<file path="src/rtl/pwr_state_ctrl.sv">
module pwr_state_ctrl #(
  parameter int MCU_RAILS  = 3,
  parameter int MAIN_RAILS = 5,
  parameter int GPIO_RAILS = 2,
  parameter int DDR_RAILS  = 2,
  parameter int DLY_W      = 8
) (
  input  logic                  clk,
  input  logic                  rst_n,
  input  logic                  supply_ok,
  input  logic                  on_req,
  input  logic                  go_mcu,
  input  logic                  go_ret,
  input  logic                  soc_fault,
  input  logic                  soc_clear,
  input  logic                  hard_fault,
  input  logic [7:0]            ret_cfg,
  input  logic [DLY_W-1:0]      step_gap,
  input  logic                  hw_ack,
  output logic [MCU_RAILS-1:0]  mcu_en,
  output logic [MAIN_RAILS-1:0] main_en,
  output logic [GPIO_RAILS-1:0] gpio_en,
  output logic [DDR_RAILS-1:0]  ddr_en,
  output logic                  drv_out,
  output logic                  drv_bit,
  output logic [2:0]            mode,
  output logic                  init_done,
  output logic                  seq_done,
  output logic                  hw_handoff,
  output logic                  buck_rv_off,
  output logic                  ldo_rv_off,
  output logic                  first_boot_done,
  output logic [1:0]            vsup_mask
);

  localparam int NGRP = 4;

  typedef enum logic [2:0] {
    P_INIT, P_STBY, P_ACT, P_MCU, P_SERR, P_RET, P_DOWN, P_HAND
  } ph_t;

  ph_t ph, nxt;
  logic [1:0]      istep;
  logic [NGRP-1:0] grp, tgt, off_m, on_m;
  logic [1:0]      hi_i, lo_i;
  logic [DLY_W-1:0] cnt;
  logic            ret_g, ret_d;
  logic            lost;

  assign lost = hard_fault | ~supply_ok;

  always_comb begin
    nxt = ph;
    unique case (ph)
      P_INIT: if (istep == 2'd3) nxt = P_STBY;
      P_STBY: begin
        if (hard_fault) nxt = P_DOWN;
        else if (supply_ok) begin
          if (go_mcu) nxt = P_MCU;
          else if (on_req) nxt = P_ACT;
        end
      end
      P_ACT, P_MCU, P_RET: begin
        if (lost) nxt = P_DOWN;
        else if (soc_fault && ph != P_RET) nxt = P_SERR;
        else if (go_ret && ph != P_RET) nxt = P_RET;
        else if (go_mcu) nxt = P_MCU;
        else if (on_req) nxt = P_ACT;
      end
      P_SERR: begin
        if (lost) nxt = P_DOWN;
        else if (soc_clear) nxt = P_MCU;
      end
      P_DOWN: if (grp == '0 && cnt == '0) nxt = P_HAND;
      P_HAND: if (hw_ack) nxt = P_INIT;
      default: nxt = P_INIT;
    endcase
  end

  always_ff @(posedge clk or negedge rst_n) begin
    if (!rst_n) begin
      ph      <= P_INIT;
      ret_g   <= 1'b0;
      ret_d   <= 1'b0;
      drv_bit <= 1'b0;
    end else begin
      ph <= nxt;
      if (nxt == P_RET && ph != P_RET) begin
        ret_g <= ret_cfg[5];
        ret_d <= ret_cfg[7];
      end
      if (nxt == P_ACT) drv_bit <= 1'b1;
      else if (nxt != P_MCU && nxt != P_SERR) drv_bit <= 1'b0;
    end
  end

  always_ff @(posedge clk or negedge rst_n) begin
    if (!rst_n) begin
      istep           <= 2'd0;
      buck_rv_off     <= 1'b0;
      ldo_rv_off      <= 1'b0;
      first_boot_done <= 1'b0;
      vsup_mask       <= 2'b11;
      init_done       <= 1'b0;
    end else if (ph == P_INIT) begin
      istep <= istep + 2'd1;
      case (istep)
        2'd0: buck_rv_off     <= 1'b1;
        2'd1: ldo_rv_off      <= 1'b1;
        2'd2: first_boot_done <= 1'b1;
        default: begin
          vsup_mask <= 2'b00;
          init_done <= 1'b1;
        end
      endcase
    end else if (ph == P_HAND && hw_ack) begin
      istep       <= 2'd0;
      buck_rv_off <= 1'b0;
      ldo_rv_off  <= 1'b0;
      vsup_mask   <= 2'b11;
      init_done   <= 1'b0;
    end
  end

  always_comb begin
    unique case (ph)
      P_ACT:         tgt = 4'b1111;
      P_MCU, P_SERR: tgt = 4'b0001;
      P_RET:         tgt = {ret_d, ret_g, 2'b00};
      default:       tgt = 4'b0000;
    endcase
  end

  assign off_m = grp & ~tgt;
  assign on_m  = tgt & ~grp;

  always_comb begin
    hi_i = 2'd0;
    for (int k = 0; k < NGRP; k++) if (off_m[k]) hi_i = 2'(k);
    lo_i = 2'd0;
    for (int k = NGRP - 1; k >= 0; k--) if (on_m[k]) lo_i = 2'(k);
  end

  always_ff @(posedge clk or negedge rst_n) begin
    if (!rst_n) begin
      grp <= '0;
      cnt <= '0;
    end else if (cnt != '0) begin
      cnt <= cnt - 1'b1;
    end else if (off_m != '0) begin
      grp[hi_i] <= 1'b0;
      cnt       <= step_gap;
    end else if (on_m != '0) begin
      grp[lo_i] <= 1'b1;
      cnt       <= step_gap;
    end
  end

  assign seq_done   = (grp == tgt) && (cnt == '0);
  assign hw_handoff = (ph == P_HAND);
  assign mcu_en     = {MCU_RAILS{grp[0]}};
  assign main_en    = {MAIN_RAILS{grp[1]}};
  assign gpio_en    = {GPIO_RAILS{grp[2]}};
  assign ddr_en     = {DDR_RAILS{grp[3]}};
  assign drv_out    = drv_bit & supply_ok &
                      (ph == P_ACT || ph == P_MCU || ph == P_SERR);

  always_comb begin
    unique case (ph)
      P_ACT:   mode = 3'd1;
      P_MCU:   mode = 3'd2;
      P_SERR:  mode = 3'd3;
      P_RET:   mode = 3'd4;
      default: mode = 3'd0;
    endcase
  end

endmodule

</file>
<file path="config.mk">
export PLATFORM = sky130hd
export DESIGN_NAME = pwr_state_ctrl
export DESIGN_NICKNAME = d
export VERILOG_FILES = /design/src/rtl/pwr_state_ctrl.sv
export SDC_FILE = /design/constraint.sdc
export NUM_CORES = 1
export LEC_CHECK = 0
export BUFFER_PORTS_ARGS = -buffer_cell sky130_fd_sc_hd__buf_4
export CORE_ASPECT_RATIO = 1.2
export CORE_MARGIN = 1
export CORE_UTILIZATION = 50
export CTS_CLUSTER_DIAMETER = 30
export DETAILED_ROUTE_END_ITERATION = 12
export PLACE_DENSITY_LB_ADDON = 0.15
export SYNTH_ARGS = -nofsm -noshare
export SYNTH_HDL_FRONTEND = slang
export SYNTH_SLANG_ARGS = --single-unit
export TNS_END_PERCENT = 5
</file>
<file path="constraint.sdc">
create_clock -name clk -period 6.05 [get_ports clk]
set_clock_uncertainty 0.1 [all_clocks]
set_input_delay 1.21 -clock clk [delete_from_list [all_inputs] [get_ports clk]]
set_output_delay 1.21 -clock clk [all_outputs]
set_load 0.1 [all_outputs]
</file>
; ---- Word level (Yosys, flattened, before mapping)
; Cells that the tools add are included.
[word_totals]
out_inout_bits = 25
regBits = 26
in_bits = 26
[op_classes]
n_bitwise = 12
order_cmp = 4
eq_ne = 19
muxes = 45
n_addsub = 2
reduce_logical = 30
[op_table]
columns = op, n
row1 = 3-bit 2-to-1 mux, 12
row2 = 8-bit 2-to-1 mux, 3
row3 = 2-bit 2-to-1 mux, 11
row4 = 3-bit case mux with 6 select lines, 1
row5 = "3-bit equality test, second input constant", 5
row6 = 4-bit AND, 3
row7 = 1-bit 2-to-1 mux, 12
row8 = 4-bit inverter, 3
row9 = 3-bit case mux with 4 select lines, 1
row10 = 4-bit case mux with 3 select lines, 1
row11 = 2-bit AND reduction, 5
row12 = "3-bit by 2-bit equality test with 1-bit output, second input constant", 3
row13 = 1-bit logical AND, 9
row14 = 8-bit logical NOT, 1
row15 = 4-bit 2-to-1 mux, 2
row16 = 4-bit nonzero test, 2
row17 = 8-bit nonzero test, 1
row18 = "8-bit by 1-bit subtractor with 8-bit output, second input constant", 1
row19 = "2-bit by 3-bit less-than comparator with 1-bit output, second input constant", 2
row20 = "3-bit inequality test, second input constant", 2
row21 = 2-bit nonzero test, 3
row22 = 3-bit OR reduction, 2
row23 = 1-bit demux with 2-bit select, 2
row24 = "2-bit equality test, second input constant", 2
row25 = other kinds (18), 23

; ---- Logic depth before layout (Yosys ltp)
; Gate-level depths: netlist of the first run.
[logic_depth]
word_depth = 15
depth_mapped = 15
depth_no_buf = 11

; ---- Least setup slack after synthesis of the first run
; Ideal clock, no wire load.
[synth_timing]
kind = register to output
start = reg ph[2]
end = out seq_done
arrival_time_ns = 3.543
path_stages_with_launch = 10
n_path_buf = 1
path_slack_ns = 1.197
path_cell_list = dfrtp_1 clkbuf_1 inv_2 ha_1 o21a_1 a21oi_1 inv_1 ha_1 nand4_1 nor2_1
[synth_between]
elab_chain_len = 5
elab_cells_between_ends = 8
classes_between = eq/ne: 5 / mux: 1 / reduce/logical: 2
[synth_rtl]
columns = item, line
row1 = from (decl), 42  ; ph_t ph, nxt;
row2 = from (signal assigned), 87  ; ph <= nxt;
row3 = 3-bit by 2-bit equality test with 1-bit output / 3-bit equality test (equally long branches), 126  ; unique case (ph)
row4 = 2-bit OR reduction, 126
row5 = 4-bit case mux with 3 select lines *, 126
row6 = 4-bit equality test *, 159  ; assign seq_done = (grp == tgt) && (cnt == '0);
row7 = 1-bit logical AND *, 159
row8 = to (decl), 28  ; output logic seq_done,
; Every way passes the cells marked *; elsewhere a longest branch is shown, timed or not.

; ---- Worst setup path after layout of the first run
[layout_timing]
start = reg ph[1]
end = out seq_done
; The elaborated chain is that of the path after synthesis.

==> impl_metrics.toml, run 1 <==
[status]
status = "completed"

[yosys]
synth_mux_area_share_pct = 2.17
yosys.area_share.adder_pct = 10.9
synth-main-ff-cell = "dfrtp_1"
ys_seq_elements = 25
synth.area.top_cells = "dfrtp_1, ha_1, a21oi_1"
syn_nets = 270
syn_inst = 227
netlist_area_um2 = 1960
synth_simple_gate_area_share_pct = 24.2
synth_area_per_cell_um2 = 8.62
synth_cell_type_count = 60
yosysTopAreaCell = "dfrtp_1"
ys_async_sr_fraction_pct = 100
synth_top_area_share_pct = 30.7
synth_top_family_by_area = "simple AND/OR/NAND/NOR gates"
ys_seq_area_share_pct = 32.0
synth_xor_xnor_area_share_pct = 1.34
yosysWarnings = 0
synth_compound_area_share_pct = 19.7
synth-edff-count = 0

[floorplan]
core_region_area_um2 = 3690
die_area_um2 = 4170
num_rows = 24
ios = 51
start_util_pct = 53.0
die_h_um = 70.5
fp.dieW_um = 59.1

[clocking]
cts-resized-gates = 0
post_cts_buffers = 0
cts.sinks = 25
clock_latency_ns = 0.27
cts_tree = "yes"
clockRootBuffer = "clkbuf_8"
htreeDepth = 1
hold_buffers = 0
cts.reportedPaths.clkPinSlew_ns = 0.09
numCtsBuffers = 3
cts_max_path_buffers = 2

[setup_path]
cp-end-kind = "primary output"
cp.required_ns = 4.74
regToRegSetupSlack_ns = 2.51
cp-start-kind = "flip-flop"
path_max_fanout = 15
reg2reg_from = "ph[1]$_DFF_PN0_"
crit_type = "reg2out"
ff2ff_path_depth = 10
cp.arrival_ns = 2.82
r2r_end = "cnt[2]$_DFFE_PN0P_"

[flow_run]
cap_violations = 0

[placed_design]
gp_congestion = 0.836
post-place-cells = 307
hpwl_mm = 3.21
portBuffers = 44
place_ws_ns = 2.18

[grt]
track_usage_pct = 21.8
grt_max_degree = 26
grt_pass1_vias = 1627
grt_pass1_wl_mm = 7.15
overflow = 0
antenna_found_initial = 0

[timing]
finalSetupTns_ns = 0
rsz0062_at_grt = "false"
worst_slack_ns = 1.92
fin_hold_ws_ns = 0.366
min_period_ns = 4.13
slew_headroom_pct = 62.2
hold_violations = 0
fin_crit_sh_pct = 68.3
finalSetupViolations = 0
worst_pin_slew_ns = 0.562
max_freq_mhz = 242
slew_violations = 0

[routing]
drc = 0
routedWlPerCell_um = 13.5
drt_iter0_markers = 65
viasPerCell = 5.41
first_pass_iters = 4
antenna_left = 0
drt_wl_total_mm = 4.20
vias = 1681

[layout]
syn2layout_area_growth_pct = 17.2
nNetsFinal = 303
final_util_pct = 62.1
final_cells = 311
drive_above_1_share_pct = 22.4
num_antenna_cells = 0
multiInputGateArea_um2 = 1140
regArea_um2 = 627
fill_cells = 331

[power_and_ir_drop]
irDropWorstVdd_mv = 0.160
p_leak_uw = 0.00111
power.density_nw_per_um2 = 227

[worst_hold_path]
min_path_cells = 1
hp-class = "reg2reg"
min_from = "first_boot_done$_DFFE_PN0P_"
hold_end = "first_boot_done$_DFFE_PN0P_"
==> cells in the final DEF (no fill, tap or decap), drive strengths merged, types with 3 or more instances in the layout <==
| cell | Yosys | layout |
|---|---|---|
| buf | 12 | 44 |
| and2 | 3 | 3 |
| clkbuf | 4 | 4 |
| o21ai | 7 | 7 |
| inv | 23 | 23 |
| nor2 | 18 | 18 |
| nor3b | 5 | 5 |
| nand2b | 3 | 3 |
| a31oi | 4 | 4 |
| a21oi | 17 | 17 |
| nor4 | 6 | 6 |
| o211ai | 4 | 4 |
| nand3 | 5 | 5 |
| nor2b | 3 | 3 |
| ha | 17 | 17 |
| o21a | 4 | 4 |
| nor3 | 4 | 4 |
| dfrtp | 24 | 24 |
| nand2 | 21 | 21 |
==> flip-flops by register name (all words and copies together) (netlist names), 2 cells and up <==
name / count
cnt: 8
grp: 4
ph: 3
istep: 2
==> layer usage <==
layer	wire length [um]	global-route usage (%)	share of wire [%]
met1	1890	27.4	45
met2	2090	37.2	50
met3	155	2.74	3.7
met4	58	8.47	1.4
met5	0	0	0
==> worst max-delay path by stage <==
stage | endpoint | slack [ns] | from | cells past startpoint
6_report | seq_done | 1.92 | ph[1]$_DFF_PN0_ | 9
5_1_grt | seq_done | 1.65 | ph[1]$_DFF_PN0_ | 9
4_1_cts | seq_done | 1.89 | ph[1]$_DFF_PN0_ | 9
3_5_place_dp | seq_done | 2.18 | ph[1]$_DFF_PN0_ | 9
3_3_place_gp | seq_done | 2.25 | ph[1]$_DFF_PN0_ | 9
2_1_floorplan | seq_done | 1.20 | ph[2]$_DFF_PN0_ | 9
==> cell type report <==
type,count,share of cell area (%)
multi-input cells,163,49.7
flip-flops and latches,25,27.3
repair buffers,44,14.4
inverters,23,3.76
well taps,52,2.84
clock buffers,4,1.96
==> per-stage QoR <==
stage | area, um2 | total power (uW)
2_1_floorplan | 1960 | 376
3_3_place_gp | 2250 | 422
3_5_place_dp | 2250 | 423
4_1_cts | 2290 | 524
5_1_grt | 2290 | 550
6_report | 2290 | 521
==> Yosys cell counts, types with 3 or more instances <==
master / n
a21oi_1: 17
a31oi_1: 4
and2_1: 3
buf_4: 9
clkbuf_1: 4
dfrtp_1: 24
ha_1: 17
inv_1: 21
nand2_1: 21
nand2b_1: 3
nand3_1: 5
nor2_1: 18
nor2b_1: 3
nor3_1: 3
nor3b_1: 5
nor4_1: 5
o211ai_1: 4
o21a_1: 3
o21ai_0: 5
==> report_power, final <==
part	switching, uW	internal [uW]
clock network	53.3	47.1
registers	25.2	184
logic	143	68.7
total	221	299
==> worst max-delay path: stages (launching register included) <==
cell and delay [ns]:
dfrtp_1 0.63, inv_1 0.29, ha_1 0.44, o21a_1 0.15, a21oi_1 0.16, inv_1 0.06
ha_1 0.27, nand4_1 0.10, nor2_1 0.13, buf_4 0.31
==> kinds of logic (layout without fill, tap and decap cells) <==
logic type / after synthesis / in the layout
AO/OA/AOI/OAI: 54 / 54
XOR/XNOR: 3 / 3
flip-flops: 25 / 25
multiplexers: 4 / 4
buffers and inverters: 39 / 71
adder cells (fa/ha/maj): 17 / 17
AND/OR/NAND/NOR: 85 / 85
Note: power is estimated with default switching activity, not from simulation.
==> inputs of run 2 (changes only) <==
CORE_UTILIZATION = 48   (was 50)
clock period = 3.6 ns   (was 6.05 ns; I/O delays follow)
==> run 2 against run 1 <==
Power grew 74%. First-iteration DRC count down 11%. Combinational power rose by 83%. Via count rose by 0.89%. Routed wire length up 0.83%. Register-to-register slack got worse by 2.0 ns. Non-clock buffer count is 5 higher. Utilization is 2.1 points lower. Global-route usage down 0.35 points.
==> impl_metrics.toml, run 2 (same netlist as run 1, synthesis figures left out) <==
[clocking]
clockRootBuffer = "clkbuf_8"
hold_buffers = 0
cts-resized-gates = 0
post_cts_buffers = 0
cts.reportedPaths.clkPinSlew_ns = 0.10
cts_max_path_buffers = 2
numCtsBuffers = 3
cts.sinks = 25
htreeDepth = 1
cts_tree = "yes"
clock_latency_ns = 0.28

[grt]
grt_pass1_vias = 1542
grt_max_degree = 26
grt_pass1_wl_mm = 7.08
top_usage_layer = "met2"
use_met3_pct = 2.50
grtUsageMet1_pct = 30.0
use_met2_pct = 33.1
overflow = 0
track_usage_pct = 21.4
antenna_found_initial = 0

[floorplan]
start_util_pct = 50.0
core_region_area_um2 = 3910
die_h_um = 71.9
ios = 51
die_area_um2 = 4340
num_rows = 25
fp.dieW_um = 60.3

[timing]
hold_violations = 0
slew_violations = 0
worst_pin_slew_ns = 0.556
rsz0062_at_grt = "false"
min_period_ns = 3.23
slew_headroom_pct = 62.6
fin_crit_sh_pct = 89.7
finalSetupViolations = 0
fin_hold_ws_ns = 0.228
worst_slack_ns = 0.371
max_freq_mhz = 310
finalSetupTns_ns = 0

[layout]
num_antenna_cells = 0
final_cell_mix = "buf_4, dfrtp_1, inv_1, nand2_1"
syn2layout_area_growth_pct = 19.8
layout_commonest_cell = "buf_4"
largest-register = "cnt"
largest_registers = "cnt (8), grp (4), ph (3)"
drive_above_1_share_pct = 25.0
nNetsFinal = 308
largest_register_ffs = 8

[placed_design]
hpwl_mm = 3.22
portBuffers = 44
gp_congestion = 0.855
place_ws_ns = 0.482

[setup_path]
worstSetupStartpoint = "ph[2]$_DFF_PN0_"
crit_type = "reg2out"
crit_path_frequent_cell = "ha_1"
cp-end-kind = "primary output"
cp.arrival_ns = 2.41
cp.required_ns = 2.78
cp-start-kind = "flip-flop"
crit_buf_inv = 3
crit_family = "adder cells"
path_max_fanout = 10
reg2reg_from = "ph[2]$_DFF_PN0_"
cp_slowest_cell = "dfrtp_1"
crit_chain = "inv_2, ha_1, o21a_1, a21oi_1, inv_1, ha_1, nand4_1, nor2_2, buf_4"
cpPeakStageDelay_ns = 0.54

[power_and_ir_drop]
clkPwrFrac_pct = 19.6
p_sw_share_pct = 42.8
power.density_nw_per_um2 = 386
p_sw_uw = 388
p_leak_uw = 0.00113
p_int_uw = 518
power.share.sequential_pct = 37.5
comb_power_share_pct = 42.9
irDropWorstVdd_mv = 0.374

[routing]
vias = 1696
drt_iter0_markers = 58
first_pass_iters = 4
viasPerCell = 5.33
antenna_left = 0
drt_wl_total_mm = 4.24
drc = 0
routedWlPerCell_um = 13.3

[status]
status = "completed"

[worst_hold_path]
hp-class = "in2async"

[flow_run]
cap_violations = 0
run 2: power by group through the flow:
stage	clock network (uW)	logic, uW	registers (uW)
CTS	187	390	339
floorplan	0	231	403
finish	178	389	340
global route	196	417	345
detailed placement	0	388	345
global placement	0	386	344
run 2: layer usage:
layer  part of all wire [%]  vias to the layer above
li1                       -                      867
met1                     45                      774
met3                    4.3                        5
met2                     49                       50
met5                      0                        -
met4                    1.7                        0
run 2: cell type report:
class | instances | area, um2
multi-input cells | 163 | 1150
fillers | 362 | 1570
repair buffers | 49 | 368
inverters | 23 | 86.3
clock inverters | 1 | 7.51
clock buffers | 3 | 41.3
well taps | 54 | 67.6
flip-flops and latches | 25 | 627
run 2: through the flow:
step	std cells	total power (uW)	utilization, %	area (um2)
after floorplan	227	634	-	1960
after global placement	314	730	58.7	2300
after detailed placement	314	733	58.7	2300
after CTS	318	916	60.0	2340
after global routing	318	958	60.0	2340
final	318	906	60.0	2340
run 2: path summary, 6_finish.rpt:
kind                                                to  slack [ns]  depth (start not counted)
min reg2reg                first_boot_done$_DFFE_PN0P_        0.38                          1
min in group clk           first_boot_done$_DFFE_PN0P_        0.38                          1
max in group asynchronous     vsup_mask[0]$_DFFE_PN1P_        2.87                          1
min                                 cnt[2]$_DFFE_PN0P_        0.23                          1
max                                           seq_done        0.37                          9
max reg2reg                         cnt[2]$_DFFE_PN0P_        0.48                         10
